## src/rtl/gh_xform_pkg.sv

```systemverilog
package gh_xform_pkg;

  // Fixed-point sqrt(3) with frac_bits fractional bits, rounded to nearest
  function automatic int sqrt3_fixed(input int frac_bits);
    real v;
    v = 1.7320508075688772;
    for (int i = 0; i < frac_bits; i++) v = v * 2.0;
    return $rtoi(v + 0.5);
  endfunction

  // One sine sample scaled to amp, ties rounded away from zero
  function automatic int sine_at(input int idx, input int depth, input int amp);
    real a;
    a = 6.283185307179586 * real'(idx) / real'(depth);
    a = $sin(a) * real'(amp);
    return (a >= 0.0) ? $rtoi(a + 0.5) : $rtoi(a - 0.5);
  endfunction

endpackage

```

## src/rtl/gh_sine_rom.sv

```systemverilog
module gh_sine_rom #(
  parameter int AW = 8,
  parameter int DW = 8
) (
  input  logic                 clk,
  input  logic                 rst_n,
  input  logic                 en,
  input  logic [AW-1:0]        angle,
  output logic signed [DW-1:0] sin_o,
  output logic signed [DW-1:0] cos_o
);
  localparam int DEPTH = 1 << AW;
  localparam int QTR   = DEPTH / 4;
  localparam int AMP   = (1 << (DW - 1)) - 1;

  logic signed [DW-1:0] tbl [DEPTH];

  for (genvar i = 0; i < DEPTH; i++) begin : g_tbl
    assign tbl[i] = DW'(gh_xform_pkg::sine_at(i, DEPTH, AMP));
  end

  logic [AW-1:0]        cos_addr;
  logic signed [DW-1:0] sin_n, cos_n;

  always_comb begin
    cos_addr = angle + AW'(QTR);
    sin_n    = sin_o;
    cos_n    = cos_o;
    if (en) begin
      sin_n = tbl[angle];
      cos_n = tbl[cos_addr];
    end
  end

  always_ff @(posedge clk or negedge rst_n) begin
    if (!rst_n) begin
      sin_o <= '0;
      cos_o <= '0;
    end else begin
      sin_o <= sin_n;
      cos_o <= cos_n;
    end
  end
endmodule

```

## src/rtl/gh_rotator.sv

```systemverilog
module gh_rotator #(
  parameter int IW = 8,
  parameter int SW = 8
) (
  input  logic                 clk,
  input  logic                 rst_n,
  input  logic                 v_i,
  input  logic signed [IW-1:0] d_i,
  input  logic signed [IW-1:0] q_i,
  input  logic signed [SW-1:0] sin_i,
  input  logic signed [SW-1:0] cos_i,
  output logic                 v_o,
  output logic signed [IW+SW:0] x_o,
  output logic signed [IW+SW:0] y_o
);
  localparam int PW = IW + SW;
  localparam int RW = PW + 1;

  logic                 v_p;
  logic signed [PW-1:0] p_dc, p_qs, p_ds, p_qc;
  logic signed [PW-1:0] p_dc_n, p_qs_n, p_ds_n, p_qc_n;
  logic signed [RW-1:0] x_n, y_n;

  // Stage 2: four partial products
  always_comb begin
    p_dc_n = p_dc;
    p_qs_n = p_qs;
    p_ds_n = p_ds;
    p_qc_n = p_qc;
    if (v_i) begin
      p_dc_n = d_i * cos_i;
      p_qs_n = q_i * sin_i;
      p_ds_n = d_i * sin_i;
      p_qc_n = q_i * cos_i;
    end
  end

  // Stage 3: rotated components
  always_comb begin
    x_n = x_o;
    y_n = y_o;
    if (v_p) begin
      x_n = RW'(p_dc) - RW'(p_qs);
      y_n = RW'(p_ds) + RW'(p_qc);
    end
  end

  always_ff @(posedge clk or negedge rst_n) begin
    if (!rst_n) begin
      v_p  <= 1'b0;
      p_dc <= '0;
      p_qs <= '0;
      p_ds <= '0;
      p_qc <= '0;
      v_o  <= 1'b0;
      x_o  <= '0;
      y_o  <= '0;
    end else begin
      v_p  <= v_i;
      p_dc <= p_dc_n;
      p_qs <= p_qs_n;
      p_ds <= p_ds_n;
      p_qc <= p_qc_n;
      v_o  <= v_p;
      x_o  <= x_n;
      y_o  <= y_n;
    end
  end
endmodule

```

## src/rtl/gh_scaler.sv

```systemverilog
module gh_scaler #(
  parameter int XW = 17,
  parameter int XF = 12,
  parameter int KF = 12,
  parameter int OW = 11,
  parameter int OF = 8
) (
  input  logic                 clk,
  input  logic                 rst_n,
  input  logic                 v_i,
  input  logic signed [XW-1:0] x_i,
  input  logic signed [XW-1:0] y_i,
  output logic                 v_o,
  output logic signed [OW-1:0] g_o,
  output logic signed [OW-1:0] h_o
);
  localparam int KW  = KF + 2;
  localparam int AW  = XW + KW + 1;
  localparam int GSH = XF + KF - OF;
  localparam int HSH = XF - OF;
  localparam logic signed [KW-1:0] KSQ3 = KW'(gh_xform_pkg::sqrt3_fixed(KF));
  localparam logic signed [AW-1:0] MAXV = AW'((1 << (OW - 1)) - 1);
  localparam logic signed [AW-1:0] MINV = -MAXV - AW'(1);

  // Round to nearest (half up), then clamp to the output range
  function automatic logic signed [OW-1:0] rnd_sat(input logic signed [AW-1:0] v,
                                                   input int sh);
    logic signed [AW-1:0] half, r;
    half = AW'(1) <<< (sh - 1);
    r    = (v + half) >>> sh;
    if (r > MAXV)      return MAXV[OW-1:0];
    else if (r < MINV) return MINV[OW-1:0];
    else               return r[OW-1:0];
  endfunction

  logic signed [AW-1:0] g_acc, h_acc;
  logic signed [OW-1:0] g_n, h_n;

  always_comb begin
    g_acc = (AW'(x_i) * AW'(KSQ3)) - (AW'(y_i) <<< KF);
    h_acc = AW'(y_i) <<< 1;
    g_n   = g_o;
    h_n   = h_o;
    if (v_i) begin
      g_n = rnd_sat(g_acc, GSH);
      h_n = rnd_sat(h_acc, HSH);
    end
  end

  always_ff @(posedge clk or negedge rst_n) begin
    if (!rst_n) begin
      v_o <= 1'b0;
      g_o <= '0;
      h_o <= '0;
    end else begin
      v_o <= v_i;
      g_o <= g_n;
      h_o <= h_n;
    end
  end
endmodule

```

## src/rtl/dq_gh_xform.sv

```systemverilog
module dq_gh_xform #(
  parameter int IN_W     = 8,
  parameter int IN_FRAC  = 5,
  parameter int ANG_W    = 8,
  parameter int SIN_W    = 8,
  parameter int K_FRAC   = 12,
  parameter int OUT_W    = 11,
  parameter int OUT_FRAC = 8
) (
  input  logic                    clk,
  input  logic                    rst_n,
  input  logic                    in_valid,
  input  logic signed [IN_W-1:0]  d_in,
  input  logic signed [IN_W-1:0]  q_in,
  input  logic [ANG_W-1:0]        theta_in,
  output logic                    out_valid,
  output logic signed [OUT_W-1:0] g_out,
  output logic signed [OUT_W-1:0] h_out
);
  localparam int ROT_W  = IN_W + SIN_W + 1;
  localparam int ROT_F  = IN_FRAC + SIN_W - 1;

  // Reset: asserted asynchronously, released on the clock
  logic rst_s1, rst_s2;
  always_ff @(posedge clk or negedge rst_n) begin
    if (!rst_n) begin
      rst_s1 <= 1'b0;
      rst_s2 <= 1'b0;
    end else begin
      rst_s1 <= 1'b1;
      rst_s2 <= rst_s1;
    end
  end

  // Stage 1: capture the components next to the table read
  logic                   v_s1;
  logic signed [IN_W-1:0] d_s1, q_s1, d_n, q_n;

  always_comb begin
    d_n = d_s1;
    q_n = q_s1;
    if (in_valid) begin
      d_n = d_in;
      q_n = q_in;
    end
  end

  always_ff @(posedge clk or negedge rst_s2) begin
    if (!rst_s2) begin
      v_s1 <= 1'b0;
      d_s1 <= '0;
      q_s1 <= '0;
    end else begin
      v_s1 <= in_valid;
      d_s1 <= d_n;
      q_s1 <= q_n;
    end
  end

  logic signed [SIN_W-1:0] sin_s1, cos_s1;

  gh_sine_rom #(.AW(ANG_W), .DW(SIN_W)) rom_i (
    .clk   (clk),
    .rst_n (rst_s2),
    .en    (in_valid),
    .angle (theta_in),
    .sin_o (sin_s1),
    .cos_o (cos_s1)
  );

  logic                    v_s3;
  logic signed [ROT_W-1:0] x_s3, y_s3;

  gh_rotator #(.IW(IN_W), .SW(SIN_W)) rot_i (
    .clk   (clk),
    .rst_n (rst_s2),
    .v_i   (v_s1),
    .d_i   (d_s1),
    .q_i   (q_s1),
    .sin_i (sin_s1),
    .cos_i (cos_s1),
    .v_o   (v_s3),
    .x_o   (x_s3),
    .y_o   (y_s3)
  );

  gh_scaler #(.XW(ROT_W), .XF(ROT_F), .KF(K_FRAC), .OW(OUT_W), .OF(OUT_FRAC)) scl_i (
    .clk   (clk),
    .rst_n (rst_s2),
    .v_i   (v_s3),
    .x_i   (x_s3),
    .y_i   (y_s3),
    .v_o   (out_valid),
    .g_o   (g_out),
    .h_o   (h_out)
  );
endmodule

```

## config.mk

```make
export PLATFORM = sky130hd
export DESIGN_NAME = dq_gh_xform
export DESIGN_NICKNAME = d
export VERILOG_FILES = /design/src/rtl/gh_xform_pkg.sv /design/src/rtl/gh_sine_rom.sv /design/src/rtl/gh_rotator.sv /design/src/rtl/gh_scaler.sv /design/src/rtl/dq_gh_xform.sv
export SDC_FILE = /design/constraint.sdc
export NUM_CORES = 1
export LEC_CHECK = 0
export ABC_CLOCK_PERIOD_IN_PS = 5800
export BUFFER_PORTS_ARGS = -buffer_cell sky130_fd_sc_hd__buf_2
export CAP_MARGIN = 10
export CORE_UTILIZATION = 66
export CTS_BUF_LIST = sky130_fd_sc_hd__clkbuf_8 sky130_fd_sc_hd__clkbuf_16
export CTS_CLUSTER_SIZE = 16
export DETAILED_ROUTE_END_ITERATION = 12
export GPL_TIMING_DRIVEN = 0
export HOLD_SLACK_MARGIN = 0.05
export PLACE_DENSITY_LB_ADDON = 0.1
export SYNTH_ARGS = -nofsm -noshare
export SYNTH_HDL_FRONTEND = slang
export SYNTH_SLANG_ARGS = --single-unit
```

## constraint.sdc

```tcl
create_clock -name clk -period 5.8 [get_ports clk]
set_clock_uncertainty 0.1 [all_clocks]
set_input_delay 1.16 -clock clk [delete_from_list [all_inputs] [get_ports clk]]
set_output_delay 1.16 -clock clk [all_outputs]
set_load 0.01 [all_outputs]
```

==> impl_metrics.json, run 1 <==
{
  "status": "finished with violations",
  "failed_checks": "negative setup slack",
  "drc": 0,
  "r2r_setup_slack_ns": -2.00,
  "h-tree-depth": 4,
  "rsz0062_at_grt": "yes",
  "grt_start_max_net_pins": 61,
  "ant_nets": 0,
  "n_antenna_cell": 0,
  "core.rowCount": 71,
  "synthTopCellsByArea": "fa_1, dfrtp_1, ha_1, inv_1, and2_1",
  "grt_overflow": 0,
  "use_met2": 0.640,
  "drt_wl_total_um": 72700,
  "synth_edf_count": 0,
  "syn2layout_area_growth_pct": 10.2,
  "met3_usage": 0.0682,
  "netlist-cell-type-count": 70,
  "vias": 21000,
  "ios": 50,
  "gp_congestion": 0.965,
  "syn_inst": 2886,
  "drv_cap": 0,
  "antenna_found_initial": 3,
  "crit_top_cell": "fa_1",
  "die-area_um2": 39400,
  "synth_ff_type": "dfrtp_1",
  "required_ns": 6.04,
  "grtUsageTotal": 0.374,
  "vias_per_cell": 5.98,
  "setup-violations-final": 11,
  "synth-async-reset-ratio": 1.00,
  "yosys.area.top_type_share": 0.258,
  "grt.met1_usage": 0.464,
  "cp.arrival_ns": 8.04,
  "fin_nets": 3647,
  "drtIter0Drc": 1665,
  "fin_crit_ns": 7.80,
  "die_y_um": 199,
  "critPathMaxStageDelay_ns": 0.57,
  "first_global_vias": 21600,
  "grt_pass1_wl_um": 113000,
  "tightest_slew_ns": 0.965,
  "fin_crit_sh": 1.35,
  "synthesis.nets": 3544,
  "cts_tree": "yes",
  "fp.dieW_um": 199,
  "ys_top_cells_by_count": "inv_1, fa_1, ha_1",
  "hold_ws_ns": 0.264,
  "initial_core_util": 0.674,
  "coreArea_um2": 37800,
  "hold_violations": 0,
  "drive_above_1_share": 0.116,
  "post-dp-hpwl_um": 56100,
  "slowest_stage": "fa_1",
  "nFillCells": 2656,
  "worstPathMaxFanout": 5,
  "slew_viol_final": 0,
  "hp-class": "flip-flop to flip-flop",
  "critical_path_class": "flip-flop to flip-flop",
  "grt-busiest-layer": "met2",
  "synth_seq_area_share": 0.155,
  "cts_hold_buf": 0,
  "yosys.area.top_type": "fa_1",
  "ctsLongestPathBuffers": 2,
  "port_buffers": 47,
  "netlist_area_um2": 25500,
  "first_pass_iters": 7,
  "fmax_ghz": 0.128,
  "syn_avg_cell_area_um2": 8.83,
  "finalWorstSetupSlack_ns": -2.00,
  "end_kind": "flip-flop",
  "synth_warnings": 0,
  "clkLatencyLatePin_ns": 0.46,
  "path_clk_slew_ns": 0.07,
  "cts_inserted_buffers": 17,
  "clockRootBuffer": "clkbuf_16",
  "critPathLaunchType": "flip-flop",
  "critical_path_buf_inv_count": 4,
  "cpLargestDelayFamily": "adder cells",
  "pre_cts_ws_ns": -2.50,
  "clkSinkCount": 158,
  "yosysMostFrequentCell": "inv_1",
  "ys_ff_latch": 158,
  "relSlewSlack": 0.353,
  "wl_per_cell_um": 20.7
}
==> metrics by stage <==
step	area [um^2]	setup TNS, ns	utilization	instances
floorplan	25700	-13.63	-	2886
global placement	26600	-135.32	0.703	3444
detailed placement	26700	-26.83	0.705	3446
CTS	27700	-20.70	0.732	3501
global route	28100	-23.67	0.742	3512
finish	28100	-21.26	0.742	3512
==> per-layer routing <==
layer | up-vias | wire length, um
met1 | 10400 | 28800
met4 | 4 | 3370
li1 | 9519 | -
met5 | - | 27
met3 | 212 | 5030
met2 | 827 | 35400
==> kinds of logic after synthesis <==
family / synth area share
AOI/OAI and AO/OA: 0.127
xor gates and xnor gates: 0.0416
adders and majority gates: 0.406
buffers and inverters: 0.0992
DFF: 0.155
muxes: 0.0348
other: 0.000147
and+or+nand+nor: 0.136
==> final timing paths <==
path / depth (start not counted) / start / end
setup / recovery: 30 / rot_i.x_o[5] / scl_i.g_o[9]
hold / removal: 0 / rst_s1 / rst_s2
setup reg to reg: 30 / rot_i.x_o[5] / scl_i.g_o[9]
hold reg to reg: 0 / rst_s1 / rst_s2
max in group asynchronous: 1 / rst_s2 / q_s1[2]
min in group asynchronous: 0 / rst_s2 / rot_i.x_o[1]
==> area by class of cell <==
cell class | instances | area, um^2 | area share
buffer | 100 | 408 | 0.0145
clock buffer | 20 | 467 | 0.0166
clock inverter | 11 | 101 | 0.00361
inverter | 573 | 2150 | 0.0766
multi-input combinational | 2055 | 19800 | 0.703
sequential | 158 | 4000 | 0.142
tap | 511 | 639 | 0.0228
timing repair buffer | 84 | 576 | 0.0205
==> worst register-to-register path, delay by kind of cell, from the launching register on <==
kind            cells  cell delay (ns)
simple gates        3             0.67
buf+inv             4             0.41
flops               1             0.49
fa+ha+maj           8             3.19
compound gates     13             2.45
xor+xnor            2             0.41
==> placed cells by master (no fill, tap or decap), types with 14 or more instances in the layout <==
master | synthesis | layout
nor2b_1 | 14 | 14
buf_4 | 0 | 27
clkbuf_1 | 94 | 67
mux2i_1 | 19 | 19
xnor2_1 | 100 | 90
inv_2 | 0 | 15
o21ai_0 | 170 | 163
xor2_1 | 21 | 18
and2_1 | 152 | 151
nand2_1 | 224 | 223
clkbuf_16 | 0 | 17
a21oi_1 | 130 | 121
a211oi_1 | 25 | 22
a21o_1 | 32 | 32
nand3_1 | 34 | 33
clkbuf_2 | 0 | 22
inv_1 | 572 | 557
fa_1 | 328 | 325
o21a_1 | 17 | 17
nand2b_1 | 39 | 39
mux2_2 | 50 | 50
buf_2 | 0 | 51
nor3_1 | 43 | 42
ha_4 | 0 | 32
nor2_1 | 147 | 144
dfrtp_2 | 0 | 30
o22ai_1 | 18 | 15
a31oi_1 | 17 | 16
ha_1 | 303 | 269
a21boi_0 | 18 | 15
o31ai_1 | 18 | 16
dfrtp_1 | 158 | 127
or3_1 | 19 | 19
==> sequential cells by signal, summed over array words and instances (netlist names), 11 cells and up <==
signal      count
rot_i.x_o      17
rot_i.y_o      17
rot_i.p_dc     16
rot_i.p_ds     16
rot_i.p_qc     16
rot_i.p_qs     16
scl_i.g_o      11
scl_i.h_o      11
==> timing repair <==
action / 4_1_cts / 5_1_grt
setup buffers: 24 / 12
pin swaps: 18 / 26
endpoints found under the setup margin: 18 / 25
gates resized for setup: 63 / 108
cloned: 1 / 1
Power of run 1 is not shown: default switching activity piles up to over one toggle a cycle in this logic, so the estimate is an artifact.
==> run 2, diff against run 1 <==
Settings changed: CTS_BUF_LIST sky130_fd_sc_hd__clkbuf_8 sky130_fd_sc_hd__clkbuf_16 to sky130_fd_sc_hd__clkbuf_16.
==> run 2 against run 1 <==
Against the previous run:
- the run ends with design-rule violations, negative setup slack left
- global-route usage about the same
- clock-buffer cell count decreased by 3
- sequential share of layout area is essentially flat
- critical endpoint unchanged
- highest routed layer unchanged
==> impl_metrics.json, run 2 (synthesis results as in run 1) <==
{
  "critPathLaunchType": "flip-flop",
  "grt_pass1_wl_um": 113000,
  "mostFrequentLayoutCells": "inv_1, fa_1, ha_1",
  "crit_end": "scl_i.g_o[9]",
  "critical_path_buf_inv_count": 5,
  "hold_violations": 0,
  "failed_checks": "design-rule violations, negative setup slack",
  "fin_crit_sh": 1.34,
  "drtIter0Drc": 1656,
  "fin_setup_tns_ns": -21.01,
  "slowest_stage": "fa_1",
  "grt_overflow": 0,
  "ff2ff_path_depth": 28,
  "core.rowCount": 71,
  "die-area_um2": 39400,
  "ctsLongestPathBuffers": 2,
  "drive_above_1_share": 0.115,
  "hp-class": "flip-flop to flip-flop",
  "first_global_vias": 21600,
  "grt_start_max_net_pins": 61,
  "worstPathMaxFanout": 5,
  "path_clk_slew_ns": 0.07,
  "cts_inserted_buffers": 17,
  "post-dp-hpwl_um": 56100,
  "path_depth": 28,
  "required_ns": 6.04,
  "ant_nets": 0,
  "crit_start": "rot_i.x_o[5]",
  "n_antenna_cell": 0,
  "vias": 21000,
  "clkLatencyLatePin_ns": 0.46,
  "slew_viol_final": 0,
  "vias_per_cell": 5.97,
  "fin_crit_ns": 7.78,
  "cpLargestDelayFamily": "adder cells",
  "relSlewSlack": 0.350,
  "port_buffers": 47,
  "h-tree-depth": 4,
  "grtUsageTotal": 0.374,
  "rsz0062_at_grt": "yes",
  "cts_tree": "yes",
  "finalWorstSetupSlack_ns": -1.98,
  "coreArea_um2": 37800,
  "wl_per_cell_um": 20.6,
  "die_y_um": 199,
  "gp_congestion": 0.965,
  "drc": 1,
  "status": "finished with violations",
  "dp.cells": 3446,
  "tightest_slew_ns": 0.969,
  "crit_top_cell": "fa_1",
  "drt_wl_total_um": 72500,
  "fin_cells": 3512,
  "ios": 50,
  "r2r_setup_slack_ns": -1.98,
  "clockRootBuffer": "clkbuf_16",
  "critical_path_class": "flip-flop to flip-flop",
  "top_regs": "rot_i.x_o (17), rot_i.y_o (17)",
  "reg2reg_to": "scl_i.g_o[9]",
  "antenna_found_initial": 4,
  "cp.arrival_ns": 8.02,
  "end_kind": "flip-flop",
  "drv_cap": 0,
  "clkSinkCount": 158,
  "syn2layout_area_growth_pct": 10.1,
  "fin_nets": 3647,
  "cts_hold_buf": 0,
  "setup-violations-final": 11,
  "fp.dieW_um": 199,
  "reg2reg_from": "rot_i.x_o[5]",
  "layout_commonest_cell": "inv_1",
  "critPathMaxStageDelay_ns": 0.57,
  "first_pass_iters": 10,
  "hold_ws_ns": 0.264,
  "initial_core_util": 0.674,
  "fmax_ghz": 0.129
}
## run 2: cell count changes in the layout (fill, tap and decap cells not counted), sizes merged
cell	previous run	this run
clkbuf	109	106
clkinv	6	9
## run 2: cell type report
type                       instances  area (um^2)
fill                            2663         9780
multi-input combinational       2055        19800
buffer                           100          408
clock buffer                      17          425
inverter                         573         2150
sequential                       158         4000
timing repair buffer              84          576
clock inverter                    14          113
tap                              511          639
## run 2: per-layer routing
layer  track usage  wire, um  up-vias
li1              -         -     9518
met1         0.461     28700    10400
met2         0.638     35100      808
met3        0.0707      5140      221
met4         0.166      3490        6
met5             0        41        -
## run 2: repair_timing
action | CTS | global route
pin swaps | 18 | 26
resized for setup | 63 | 108
endpoints found under the setup margin | 18 | 25
hold endpoints to repair | 0 | 0
gates cloned | 1 | 1
buffers inserted | 24 | 12
## run 2: how the worst min path moves through the flow
stage | from | end | slack [ns] | cells past startpoint
2_1_floorplan | rst_s1 | rst_s2 | 0.23 | 0
3_3_place_gp | rst_s1 | rst_s2 | 0.24 | 0
3_5_place_dp | rst_s1 | rst_s2 | 0.24 | 0
4_1_cts | rst_s1 | rst_s2 | 0.27 | 0
5_1_grt | rst_s1 | rst_s2 | 0.28 | 0
6_report | rst_s1 | rst_s2 | 0.26 | 0
## run 2: per-stage QoR
stage	setup WS, ns	area [um^2]	util
floorplan	-1.31	25700	-
global placement	-2.34	26600	0.703
detailed placement	-2.50	26700	0.705
CTS	-1.95	27700	0.731
global route	-2.22	28100	0.742
finish	-1.98	28100	0.742
## run 2: worst register-to-register path: cells and delay by family, from the launching register on
family,cells,cell delay (ns)
and+or+nand+nor,3,0.69
adders and majority gates,8,3.19
buffers and inverters,5,0.58
AOI/OAI and AO/OA,11,2.52
xor gates and xnor gates,1,0.12
DFF,1,0.49
Power of run 2 is left out for the same reason.
